<file path="src/rtl/snoop_resolver.sv">
module snoop_resolver #(
  parameter int NPEER     = 4,
  parameter int QDEPTH    = 4,
  parameter int AW        = 32,
  parameter int MEM_LAT   = 6,
  parameter int DIRTY_PEN = 3
) (
  input  logic                 clk,
  input  logic                 rst_n,
  input  logic                 req_valid,
  output logic                 req_ready,
  input  logic [1:0]           req_cmd,
  input  logic [AW-1:0]        req_addr,
  input  logic [$clog2(NPEER)-1:0] req_src,
  input  logic                 req_dma,
  input  logic [NPEER-1:0]     peer_excl,
  input  logic [NPEER-1:0]     peer_shr,
  input  logic [NPEER-1:0]     peer_wbhit,
  input  logic [QDEPTH-1:0]    pend_valid,
  input  logic [QDEPTH-1:0]    pend_upg,
  input  logic [QDEPTH*AW-1:0] pend_addr,
  output logic                 res_valid,
  output logic [NPEER-1:0]     act_wbdown,
  output logic [NPEER-1:0]     act_extract,
  output logic [NPEER-1:0]     act_inval,
  output logic [NPEER-1:0]     act_wbfree,
  output logic [3:0]           res_flags,
  output logic [QDEPTH-1:0]    nak_mask,
  output logic                 route_mem,
  output logic                 route_now,
  output logic                 route_c2c,
  output logic                 c2c_done
);
  localparam int IDW   = $clog2(NPEER);
  localparam int DELAY = MEM_LAT + DIRTY_PEN;
  localparam int CW    = $clog2(DELAY + 1);

  localparam logic [1:0] CMD_GET  = 2'd0;
  localparam logic [1:0] CMD_GETX = 2'd1;
  localparam logic [1:0] CMD_UPG  = 2'd2;

  typedef enum logic [1:0] {S_IDLE, S_RES, S_WAIT} st_t;
  st_t st;

  logic [1:0]       r_cmd;
  logic [IDW-1:0]   r_src;
  logic             r_dma;
  logic [1:0]       r_route;
  logic [CW-1:0]    cnt;

  logic [NPEER-1:0] n_wd, n_xt, n_iv, n_wf;
  logic             n_c2c, stop, scan_self;
  logic [3:0]       n_flags;
  logic [1:0]       n_route;
  logic [QDEPTH-1:0] n_nak;

  wire is_read    = (req_cmd == CMD_GET) || (req_cmd == CMD_GETX);
  wire kills_upg  = (req_cmd == CMD_GETX) || (req_cmd == CMD_UPG);
  assign scan_self = req_dma && is_read;

  always_comb begin
    n_wd = '0; n_xt = '0; n_iv = '0; n_wf = '0; stop = 1'b0;
    for (int i = 0; i < NPEER; i++) begin
      if (!stop && (scan_self || i != int'(req_src))) begin
        case (req_cmd)
          CMD_GET: begin
            if (peer_excl[i]) begin
              n_wd[i] = 1'b1; stop = 1'b1;
            end else if (peer_wbhit[i]) begin
              n_wf[i] = 1'b1; stop = 1'b1;
            end
          end
          CMD_GETX: begin
            if (peer_excl[i]) begin
              n_xt[i] = 1'b1; stop = 1'b1;
            end else begin
              if (peer_shr[i]) n_iv[i] = 1'b1;
              if (peer_wbhit[i]) begin
                n_wf[i] = 1'b1; stop = 1'b1;
              end
            end
          end
          CMD_UPG: if (peer_shr[i]) n_iv[i] = 1'b1;
          default: ;
        endcase
      end
    end
    n_c2c = stop;
  end

  always_comb begin
    n_flags[0] = !n_c2c;
    n_flags[1] = n_c2c;
    n_flags[2] = n_c2c;
    n_flags[3] = (|n_iv) || (|n_xt) || ((req_cmd == CMD_GETX) && (|n_wf));
    if (n_c2c)                n_route = 2'd2;
    else if (req_cmd == CMD_UPG) n_route = 2'd1;
    else                      n_route = 2'd0;
  end

  for (genvar j = 0; j < QDEPTH; j++) begin : g_nak
    assign n_nak[j] = kills_upg && pend_valid[j] && pend_upg[j] &&
                      (pend_addr[j*AW +: AW] == req_addr);
  end

  always_ff @(posedge clk or negedge rst_n) begin
    if (!rst_n) begin
      st          <= S_IDLE;
      cnt         <= '0;
      r_cmd       <= '0;
      r_src       <= '0;
      r_dma       <= 1'b0;
      r_route     <= '0;
      act_wbdown  <= '0;
      act_extract <= '0;
      act_inval   <= '0;
      act_wbfree  <= '0;
      res_flags   <= '0;
      nak_mask    <= '0;
    end else begin
      case (st)
        S_IDLE: if (req_valid) begin
          st          <= S_RES;
          r_cmd       <= req_cmd;
          r_src       <= req_src;
          r_dma       <= req_dma;
          r_route     <= n_route;
          act_wbdown  <= n_wd;
          act_extract <= n_xt;
          act_inval   <= n_iv;
          act_wbfree  <= n_wf;
          res_flags   <= n_flags;
          nak_mask    <= n_nak;
        end
        S_RES: begin
          if (r_route == 2'd2) begin
            st  <= S_WAIT;
            cnt <= CW'(DELAY - 1);
          end else begin
            st <= S_IDLE;
          end
        end
        S_WAIT: begin
          if (cnt == '0) st <= S_IDLE;
          else           cnt <= cnt - 1'b1;
        end
        default: st <= S_IDLE;
      endcase
    end
  end

  assign req_ready = (st == S_IDLE);
  assign res_valid = (st == S_RES);
  assign c2c_done  = (st == S_WAIT) && (cnt == '0);
  assign route_mem = (r_route == 2'd0);
  assign route_now = (r_route == 2'd1);
  assign route_c2c = (r_route == 2'd2);
endmodule


</file>
<file path="config.mk">
export PLATFORM = sky130hd
export DESIGN_NAME = snoop_resolver
export DESIGN_NICKNAME = d
export VERILOG_FILES = /design/src/rtl/snoop_resolver.sv
export SDC_FILE = /design/constraint.sdc
export NUM_CORES = 1
export LEC_CHECK = 0
export BUFFER_PORTS_ARGS = -buffer_cell sky130_fd_sc_hd__buf_2
export CORE_MARGIN = 2
export CORE_UTILIZATION = 46
export CTS_CLUSTER_DIAMETER = 50
export CTS_CLUSTER_SIZE = 40
export DETAILED_ROUTE_END_ITERATION = 10
export GPL_ROUTABILITY_DRIVEN = 0
export HOLD_SLACK_MARGIN = 0.03
export PLACE_DENSITY = 0.95
export SETUP_SLACK_MARGIN = 0.15
export SLEW_MARGIN = 15
export SYNTH_ARGS = -nofsm -noshare
export SYNTH_HDL_FRONTEND = slang
export SYNTH_SLANG_ARGS = --single-unit
</file>
<file path="constraint.sdc">
create_clock -name clk -period 3.55 [get_ports clk]
set_clock_uncertainty 0.15 [all_clocks]
set_input_delay 0.71 -clock clk [delete_from_list [all_inputs] [get_ports clk]]
set_output_delay 0.71 -clock clk [all_outputs]
set_load 0.02 [all_outputs]
</file>
==> reports/qor.csv <==
stage,metric,value,unit
timing,Slew headroom,44.3,%
power,sw frac,42.5,%
setup_path,worst path bufs/invs,2,
timing,PnR worst setup slack,1.09,ns
power,combinational share of power,51.4,%
logic_synthesis,Adder-Cell Fraction of Synth Area,3.19,%
finish,post-layout util,65.0,%
global_route,global-route wire length before repair,17000,um
routing,DR vias,3735,
setup_path,Critical Path Sink Type,primary output,
logic_synthesis,mux share of post-synthesis cell area,1.39,%
finish,Area growth syn-to-layout,39.0,%
power,Tot Pwr,1.54,mW
routing,antenna violation net count after detailed routing,0,
routing,DRT iter0 DRCs,218,
logic_synthesis,Syn Nets,568,
setup_path,worst-path cell chain,inv_1 -> ha_1 -> nor3b_1 -> and2_1 -> buf_2,
power,Max VDD drop,195,uV
placed_design,DP HPWL,10000,um
setup_path,worst reg2reg path depth,7,
logic_synthesis,Synth Register Bits,30,
finish,Register Area,751,sq um
setup_path,register-to-register setup slack,1.18,ns
setup_path,critical path type,reg -> out,
routing,DR pass1 iterations,6,
cts,clk sinks,30,
logic_synthesis,largest family of logic cells by synthesized area,XOR/XNOR gates,
global_route,initial antenna violation count,0,
setup_path,CP peak stage delay,0.40,ns
logic_synthesis,synthesized area,3140,sq um
outcome,outcome,"finished, final reports clean",
power,clock power share,18.8,%
routing,vias per inst,5.60,
floorplanning,# rows,30,
global_route,gr usage total,29.5,%
logic_synthesis,Synth async-reset ratio,100,%
flow_run,max_cap viols,0,
setup_path,Worst path depth,5,
timing,Final Cycle Share,69.2,%
cts,clk buf depth,2,
cts,post-CTS setup buffer count,0,
setup_path,critical path arrival,1.60,ns
floorplanning,Core Area,6720,sq um
cts,Root Buffer,clkbuf_8,
power,Static Leak,2.19,nW
cts,# resized after CTS,0,
logic_synthesis,count of cell types in the netlist,48,
timing,# setup viols final,0,
floorplanning,DIE AREA,7510,sq um
logic_synthesis,Ys Warns,0,
finish,Fillers,530,
global_route,number of global-route vias before repair,3641,
routing,routed length per instance,17.3,um
floorplanning,Initial Util,46.8,%
placed_design,Port Buffers,217,
logic_synthesis,number of synthesized flops with an enable pin,0,
timing,RSZ-0062 raised after global routing,false,
setup_path,CP top delay family,simple AND/OR/NAND/NOR gates,
routing,Routed Wire Length,11500,um
cts,clock slew at reported path FFs,0.07,ns
global_route,largest net degree at the start of global routing,31,
cts,Num CTS Buffers,5,
logic_synthesis,sequential element share of the synthesized area,23.9,%
setup_path,crit path launch type,flip-flop,
global_route,gr ovfl total,0,
timing,Peak Freq,407,MHz
min_path,worst hold-check path type,in -> async,
finish,Nets,782,
cts,clk_lat worst skew,0.29,ns
power,Cell Int Power,0.886,mW
logic_synthesis,post-synthesis area per instance,8.45,sq um
timing,Final Hold Vio Count,0,
finish,n_diodes,0,
setup_path,critical path peak fanout,4,
setup_path,Crit path required time,2.69,ns
logic_synthesis,Main synth FF type,dfrtp_1,
cts,CTS tree,yes,
power,NetSw,0.656,mW
floorplanning,IO Count,218,
timing,worst slew pin tran,0.833,ns
logic_synthesis,Simple-Gate Fraction of Synth Area,21.4,%
power,power density over the cells,353,nW/um^2
cts,H-tree depth,2,
floorplanning,die width,86.6,um
power,sequential share of power,29.8,%
timing,count of final max-slew check failures,0,
logic_synthesis,Compound-Gate Fraction of Synth Area,12.1,%
finish,layout cell share with drive strength beyond 1,39.9,%
logic_synthesis,Syn Inst Count,372,
setup_path,"Max stage delay cell, worst path",dfrtp_1,
timing,Tmin final,2.46,ns
cts,"Hold-fix buffers, CTS",0,
finish,area occupied by multi-input gates,2290,sq um
logic_synthesis,XOR/XNOR Fraction of Synth Area,34.8,%
placed_design,worst slack at placement,0.977,ns
timing,Sum Neg Setup Slack,0,ns
floorplanning,Die H,86.6,um
routing,DRC Markers,0,
## sequential cells by signal (all words and copies together), names as in the netlist
register,flops
nak_mask,4
act_inval,4
res_flags,3
act_wbdown,4
cnt,4
act_extract,4
act_wbfree,4
r_route,1
st,2
## stage by stage
| stage | std cells | hold WS [ns] | cell area, sq um |
|---|---|---|---|
| 3_5_place_dp | 659 | 0.322 | 4270 |
| 6_report | 667 | 0.294 | 4370 |
| 3_3_place_gp | 659 | 0.297 | 4270 |
| 5_1_grt | 667 | 0.355 | 4370 |
| 2_1_floorplan | 372 | 0.264 | 3140 |
| 4_1_cts | 667 | 0.313 | 4370 |
## routing by layer
layer	track usage, %	routed length (um)	vias to the layer above
met5	0	0	-
met4	17.5	687	0
met3	5.62	941	69
met2	54.8	5970	275
met1	30.5	3940	1656
li1	-	-	1735
## power groups by stage
stage	sequential (mW)	clock [mW]	combinational, mW
after floorplan	0.506	0	0.441
after global placement	0.459	0	0.762
after detailed placement	0.465	0	0.785
after CTS	0.459	0.296	0.790
after global routing	0.469	0.307	0.870
final	0.459	0.290	0.792
## worst paths after layout
check                            startpoint             to
max in group asynchronous             rst_n  act_wbfree[0]
worst max-delay path                 cnt[0]       c2c_done
worst max register to register        st[0]    nak_mask[3]
worst min-delay path                  rst_n         cnt[3]
worst min register to register  nak_mask[1]    nak_mask[1]
min in group clk                nak_mask[1]    nak_mask[1]
## Yosys cell counts (2+ instances only)
library cell,count,area [sq um]
nand3_1,7,35.0
o2111a_1,2,22.5
o21a_1,2,15.0
nor3b_1,2,15.0
clkbuf_1,4,15.0
nand2b_1,4,25.0
nor3_1,5,25.0
buf_4,2,15.0
o21ai_0,18,90.1
nand2_1,33,124
nor4_1,27,169
buf_2,2,10.0
ha_1,8,100
xnor2_1,35,307
nand4_1,15,93.8
mux2_2,3,33.8
o22ai_1,4,25.0
and3_1,2,12.5
and2_1,2,12.5
o31ai_1,5,37.5
xor2_1,90,788
nor2_1,17,63.8
o211ai_1,5,37.5
a21oi_1,7,35.0
a22o_1,2,17.5
nor2b_1,7,43.8
dfrtp_1,30,751
inv_1,12,45.0
## layout make-up
cell class	count	share of cell area [%]
multi-input cells	320	52.4
repair buffers	217	24.9
flip-flops and latches	30	17.2
well taps	80	2.29
clock buffers	6	1.89
inverters	12	1.03
clock inverters	2	0.286
## logic make-up after synthesis
group | after synthesis
AND/OR/NAND/NOR | 127
XOR/XNOR | 125
AO/OA/AOI/OAI | 56
flip-flops | 30
buffers and inverters | 22
adder cells (fa/ha/maj) | 8
multiplexers | 4
## layout by cell type (no fill, tap or decap), types with 2 or more instances in the layout
cell type,n
a21oi_1,7
a22o_1,2
and2_1,2
and3_1,2
buf_2,217
clkbuf_8,6
dfrtp_1,30
ha_1,8
inv_1,12
mux2_2,3
nand2_1,33
nand2b_1,4
nand3_1,7
nand4_1,15
nor2_1,17
nor2b_1,7
nor3_1,5
nor3b_1,2
nor4_1,27
o2111a_1,2
o211ai_1,5
o21a_1,2
o21ai_0,18
o22ai_1,4
o31ai_1,5
xnor2_1,35
xor2_1,90
## worst reg2reg max path: cells and delay by family, from the launching register on
kind	cells	cell delay (ns)
flip-flops	1	0.39
adder cells (fa/ha/maj)	1	0.23
AO/OA/AOI/OAI	1	0.21
AND/OR/NAND/NOR	4	1.19
buffers and inverters	1	0.11
(Power assumes the default switching activity.)
